`src/rtl/ptw_pkg.sv`:
```
package ptw_pkg;
  typedef enum logic [2:0] {
    ST_IDLE,
    ST_RD_DIR,
    ST_WT_DIR,
    ST_RD_PTE,
    ST_WT_PTE,
    ST_DONE,
    ST_FAULT
  } walk_state_t;

  localparam logic LVL_DIR = 1'b0;
  localparam logic LVL_PTE = 1'b1;
endpackage

```
`src/rtl/ptw_addr_gen.sv`:
```
module ptw_addr_gen #(
  parameter int ADDR_W   = 32,
  parameter int PT_IDX_W = 11,
  parameter int OFF_W    = 13,
  parameter int ENT_LOG2 = 2
) (
  input  logic [ADDR_W-1:0] vaddr,
  input  logic [ADDR_W-1:0] root,
  input  logic [ADDR_W-1:0] table_base,
  input  logic [ADDR_W-1:0] frame_base,
  output logic [ADDR_W-1:0] dir_ent_addr,
  output logic [ADDR_W-1:0] pte_addr,
  output logic [ADDR_W-1:0] paddr
);
  localparam int DIR_IDX_W = ADDR_W - PT_IDX_W - OFF_W;

  logic [DIR_IDX_W-1:0] dir_idx;
  logic [PT_IDX_W-1:0]  pt_idx;

  assign dir_idx = vaddr[ADDR_W-1 -: DIR_IDX_W];
  assign pt_idx  = vaddr[OFF_W +: PT_IDX_W];

  assign dir_ent_addr = root + (ADDR_W'(dir_idx) << ENT_LOG2);
  assign pte_addr     = table_base + (ADDR_W'(pt_idx) << ENT_LOG2);
  assign paddr        = {frame_base[ADDR_W-1:OFF_W], vaddr[OFF_W-1:0]};
endmodule

```
`src/rtl/ptw_entry_dec.sv`:
```
module ptw_entry_dec #(
  parameter int ADDR_W = 32,
  parameter int OFF_W  = 13
) (
  input  logic [ADDR_W-OFF_W-1:0] entry_hi,
  input  logic                    entry_p,
  output logic                    present,
  output logic [ADDR_W-1:0]       base
);
  assign present = entry_p;
  assign base    = {entry_hi, {OFF_W{1'b0}}};
endmodule

```
`src/rtl/ptw_ctrl.sv`:
```
module ptw_ctrl
  import ptw_pkg::*;
(
  input  logic        clk,
  input  logic        rst,
  input  logic        start_valid,
  input  logic        rsp_valid,
  input  logic        present,
  output walk_state_t state
);
  walk_state_t nxt;

  always_comb begin
    nxt = state;
    unique case (state)
      ST_IDLE:   if (start_valid) nxt = ST_RD_DIR;
      ST_RD_DIR: nxt = ST_WT_DIR;
      ST_WT_DIR: if (rsp_valid) nxt = present ? ST_RD_PTE : ST_FAULT;
      ST_RD_PTE: nxt = ST_WT_PTE;
      ST_WT_PTE: if (rsp_valid) nxt = present ? ST_DONE : ST_FAULT;
      ST_DONE:   nxt = ST_IDLE;
      ST_FAULT:  nxt = ST_IDLE;
      default:   nxt = ST_IDLE;
    endcase
  end

  always_ff @(posedge clk) begin
    if (rst) state <= ST_IDLE;
    else     state <= nxt;
  end
endmodule

```
`src/rtl/ptw_walker.sv`:
```
module ptw_walker
  import ptw_pkg::*;
#(
  parameter int ADDR_W   = 32,
  parameter int PT_IDX_W = 11,
  parameter int OFF_W    = 13,
  parameter int ENT_LOG2 = 2
) (
  input  logic              clk,
  input  logic              rst,
  input  logic              start_valid,
  input  logic [ADDR_W-1:0] start_vaddr,
  input  logic [ADDR_W-1:0] start_root,
  output logic              busy,
  output logic              mem_req_valid,
  output logic [ADDR_W-1:0] mem_req_addr,
  input  logic              mem_rsp_valid,
  input  logic [ADDR_W-1:0] mem_rsp_data,
  output logic              done,
  output logic              fault,
  output logic              fault_level,
  output logic [ADDR_W-1:0] result_paddr
);
  walk_state_t       state;
  logic [ADDR_W-1:0] vaddr_q, root_q, tbase_q, paddr_q;
  logic              lvl_q;
  logic              ent_present;
  logic [ADDR_W-1:0] ent_base;
  logic [ADDR_W-1:0] dir_addr_c, pte_addr_c, paddr_c;

  ptw_ctrl u_ctrl (
    .clk         (clk),
    .rst         (rst),
    .start_valid (start_valid),
    .rsp_valid   (mem_rsp_valid),
    .present     (ent_present),
    .state       (state)
  );

  ptw_entry_dec #(.ADDR_W(ADDR_W), .OFF_W(OFF_W)) u_dec (
    .entry_hi (mem_rsp_data[ADDR_W-1:OFF_W]),
    .entry_p  (mem_rsp_data[0]),
    .present  (ent_present),
    .base     (ent_base)
  );

  ptw_addr_gen #(
    .ADDR_W(ADDR_W), .PT_IDX_W(PT_IDX_W), .OFF_W(OFF_W), .ENT_LOG2(ENT_LOG2)
  ) u_agen (
    .vaddr        (vaddr_q),
    .root         (root_q),
    .table_base   (tbase_q),
    .frame_base   (ent_base),
    .dir_ent_addr (dir_addr_c),
    .pte_addr     (pte_addr_c),
    .paddr        (paddr_c)
  );

  always_ff @(posedge clk) begin
    if (rst) begin
      vaddr_q <= '0;
      root_q  <= '0;
      tbase_q <= '0;
      paddr_q <= '0;
      lvl_q   <= LVL_DIR;
    end else begin
      if (state == ST_IDLE && start_valid) begin
        vaddr_q <= start_vaddr;
        root_q  <= start_root;
      end
      if (state == ST_WT_DIR && mem_rsp_valid) begin
        if (ent_present) tbase_q <= ent_base;
        else             lvl_q   <= LVL_DIR;
      end
      if (state == ST_WT_PTE && mem_rsp_valid) begin
        if (ent_present) paddr_q <= paddr_c;
        else             lvl_q   <= LVL_PTE;
      end
    end
  end

  assign busy          = (state != ST_IDLE);
  assign mem_req_valid = (state == ST_RD_DIR) || (state == ST_RD_PTE);
  assign mem_req_addr  = (state == ST_RD_PTE) ? pte_addr_c : dir_addr_c;
  assign done          = (state == ST_DONE);
  assign fault         = (state == ST_FAULT);
  assign fault_level   = lvl_q;
  assign result_paddr  = paddr_q;
endmodule

```
`config.mk`:
```
export PLATFORM = sky130hd
export DESIGN_NAME = ptw_walker
export DESIGN_NICKNAME = d
export VERILOG_FILES = /design/src/rtl/ptw_pkg.sv /design/src/rtl/ptw_addr_gen.sv /design/src/rtl/ptw_entry_dec.sv /design/src/rtl/ptw_ctrl.sv /design/src/rtl/ptw_walker.sv
export SDC_FILE = /design/constraint.sdc
export NUM_CORES = 1
export LEC_CHECK = 0
export BUFFER_PORTS_ARGS = -buffer_cell sky130_fd_sc_hd__buf_2
export CAP_MARGIN = 20
export CELL_PAD_IN_SITES_DETAIL_PLACEMENT = 1
export CELL_PAD_IN_SITES_GLOBAL_PLACEMENT = 2
export CORE_ASPECT_RATIO = 0.9
export CORE_MARGIN = 1
export CORE_UTILIZATION = 30
export CTS_CLUSTER_DIAMETER = 40
export DETAILED_ROUTE_END_ITERATION = 10
export PLACE_DENSITY_LB_ADDON = 0.1
export SLEW_MARGIN = 20
export SYNTH_ARGS = -nofsm -noshare
export SYNTH_HDL_FRONTEND = slang
export SYNTH_SLANG_ARGS = --single-unit
```
`constraint.sdc`:
```
create_clock -name clk -period 4.95 [get_ports clk]
set_input_delay 0.495 -clock clk [delete_from_list [all_inputs] [get_ports clk]]
set_output_delay 0.495 -clock clk [all_outputs]
set_load 0.005 [all_outputs]
```
==> results.txt <==
Status - complete, no violations
Final instance area - 6890 um2
Tmin final - 3320 ps
Root buf cell - clkbuf_16
Fin Setup TNS - 0 ps
Top_reg_cell synth - dfxtp_1
Unrepaired setup endpoints after global routing - no
Startpoint Class - register
Clk buf depth - 2
Part of the cycle the worst path needs - 0.671
WP data required - 4450 ps
WL per Instance - 15.7 um
Num Clock Sinks - 119
Placed insts - 1068
First-pass GRT wire length - 28200 um
Share of layout cells above drive strength 1 - 0.243
Synth async-reset ratio - 0
Crit path cell chain - ha_1 > fa_1 > a211oi_1 > o211ai_2 > nand3_1 > xor2_1 > o21ai_0 > buf_2
Setup Skew - 7.61 ps
EDFF count, synth - 0
FMAX - 0.301 GHz
Num rows - 45
Total Nets Final - 961
GRT overflow - 0
Clk Latency, worst-skew pair - 410 ps
DRC viols - 0
Post-route insts no fill - 1100
Leak - 2.88 nW
Clock-pin slew on the worst setup and hold paths - 50 ps
Vias in the first global route - 5461
Relative slew slack - 0.454
GP Congestion - 0.793
Initial DRC count - 231
Worst hold stages - 3
Netlist cell types - 43
Pwr dens - 398 nW/um2
Initial Utilization - 0.311
Post-synthesis simple-gate area fraction - 0.267
Final setup fails - 0
Synth Register Bits - 119
Pins over their slew limit - 0
Routed Antenna Nets - 0
Syn-to-layout area delta - 30.0%
Adder-cell share of the synthesized area - 0.0227
Dpl hpwl - 12500 um
Synth Area in XOR/XNOR - 0.0314
DRT Pass-1 Iters - 4
CTS resizes - 0
DR vias - 5302
Crit-path slowest cell - fa_1
R2R depth - 5
CTS tree - built
Worst VDD drop - 0.208 mV
Yosys Warn Count - 0
Hold Crit Class - primary input to register
Crit path max fanout - 9
Die W - 142 um
Post-Synthesis Cells - 714
Post-synthesis compound-gate area fraction - 0.189
I/O pins - 169
Average size of a mapped cell - 7.42 um2
IO buf count - 156
Die area - 18200 um2
H-tree depth - 4
Largest net degree at the start of global routing - 75
Initial antenna violation count - 0
Worst slew pin tran - 819 ps
Overall Global Routing Usage - 0.200
TritonCTS Buffers - 17
Seq/Total Area, Yosys - 0.449
Drt total wl - 17300 um
Crit Path Class - register to primary output
Max_cap viols - 0
Post-CTS setup buffer count - 0
Synth Net Count - 823
Mux share of post-synthesis cell area - 0.00401
Crit. End Element - primary output
Die outline height - 128 um
Vias per inst - 4.82
Crit path DAT - 2830 ps
Post-CTS Hold Fix Bufs - 0
Placed cell areas - 6270 um2
Antenna Cells - 0
CORE AREA - 17100 um2
Mapped cell area - 5300 um2
Fin. Hold Viols - 0
Largest family of logic cells by synthesized area - simple AND/OR/NAND/NOR gates
Worst stage delay on the critical path - 450 ps
## metrics by stage
| step | hold WS (ps) | worst slack, ps | util | power [mW] |
|---|---|---|---|---|
| after floorplan | 432 | 2530 | - | 1.30 |
| after global placement | 437 | 2080 | 0.367 | 1.46 |
| after detailed placement | 444 | 2100 | 0.368 | 1.47 |
| after CTS | 300 | 1640 | 0.404 | 2.78 |
| after global routing | 309 | 1450 | 0.404 | 2.87 |
| final | 319 | 1630 | 0.404 | 2.74 |
## synth_stat cells, drive strengths merged (4+ instances only)
master	count	share of area
dfxtp	119	0.45
nor2	18	0.013
or4	6	0.0085
clkbuf	44	0.031
ha	8	0.019
o21ai	23	0.023
xnor2	6	0.0099
xor2	13	0.021
o31ai	6	0.0085
nand4	9	0.012
inv	4	0.0028
a21oi	129	0.12
a31oi	10	0.012
or3	4	0.0047
nand2	267	0.19
nor3	4	0.0047
o211ai	7	0.012
nand2b	5	0.0059
nand3	5	0.0047
## report_power, final
| group | switching, mW | internal [mW] |
|---|---|---|
| Combinational | 0.227 | 0.144 |
| Sequential | 0.0584 | 1.02 |
| Clock | 0.439 | 0.857 |
| Total | 0.724 | 2.02 |
## placed cells by master, fill, tap and decap left out, types with 10 or more instances in the layout
cell	n
a21oi_1	127
buf_2	155
o21ai_0	21
clkbuf_16	17
nand2_1	265
nor2_1	17
a31oi_1	10
dfxtp_1	119
xor2_1	13
## final cells by class
class                      count  area, um2
timing repair buffer         164        847
inverter                       4       15.0
clock buffer                  25        505
tap                          235        294
multi-input combinational    546       2730
clock inverter                 7        115
sequential                   119       2380
fill                        2167      10200
## worst paths after layout
| path | slack [ps] | to | startpoint |
|---|---|---|---|
| min | 320 | root_q[4]$_SDFFE_PP0P_ | start_root[4] |
| max reg2reg | 2750 | root_q[1]$_SDFFE_PP0P_ | u_ctrl.state[0]$_SDFFE_PP0P_ |
| min reg2reg | 450 | result_paddr[13]$_SDFFE_PP0P_ | result_paddr[13]$_SDFFE_PP0P_ |
| max | 1630 | mem_req_addr[18] | root_q[2]$_SDFFE_PP0P_ |
## metal layers
layer	global-route usage	part of all wire	up-vias
li1	-	-	2675
met1	0.277	0.51	2513
met2	0.311	0.44	102
met3	0.0396	0.035	12
met4	0.0633	0.0081	0
met5	0	0	-
## worst max-delay path: cells and delay by family (launching register included)
kind,cells,cell delay (ps)
adder cells (fa/ha/maj),2,720
buffers and inverters,1,150
XOR/XNOR,1,280
AO/OA/AOI/OAI,3,750
flip-flops,1,320
AND/OR/NAND/NOR,1,190
## sequential cells by signal (all words and copies together), names as in the netlist, named ones only
| signal | cells |
|---|---|
| result_paddr | 32 |
| root_q | 32 |
| tbase_q | 19 |
| u_ctrl.state | 3 |
| vaddr_q | 32 |
## cells by family after synthesis
logic type               Yosys count
AO/OA/AOI/OAI                    182
AND/OR/NAND/NOR                  334
buffers and inverters             49
multiplexers                       2
flip-flops                       119
adder cells (fa/ha/maj)            9
XOR/XNOR                          19
Note: power is estimated with default switching activity, not from simulation.
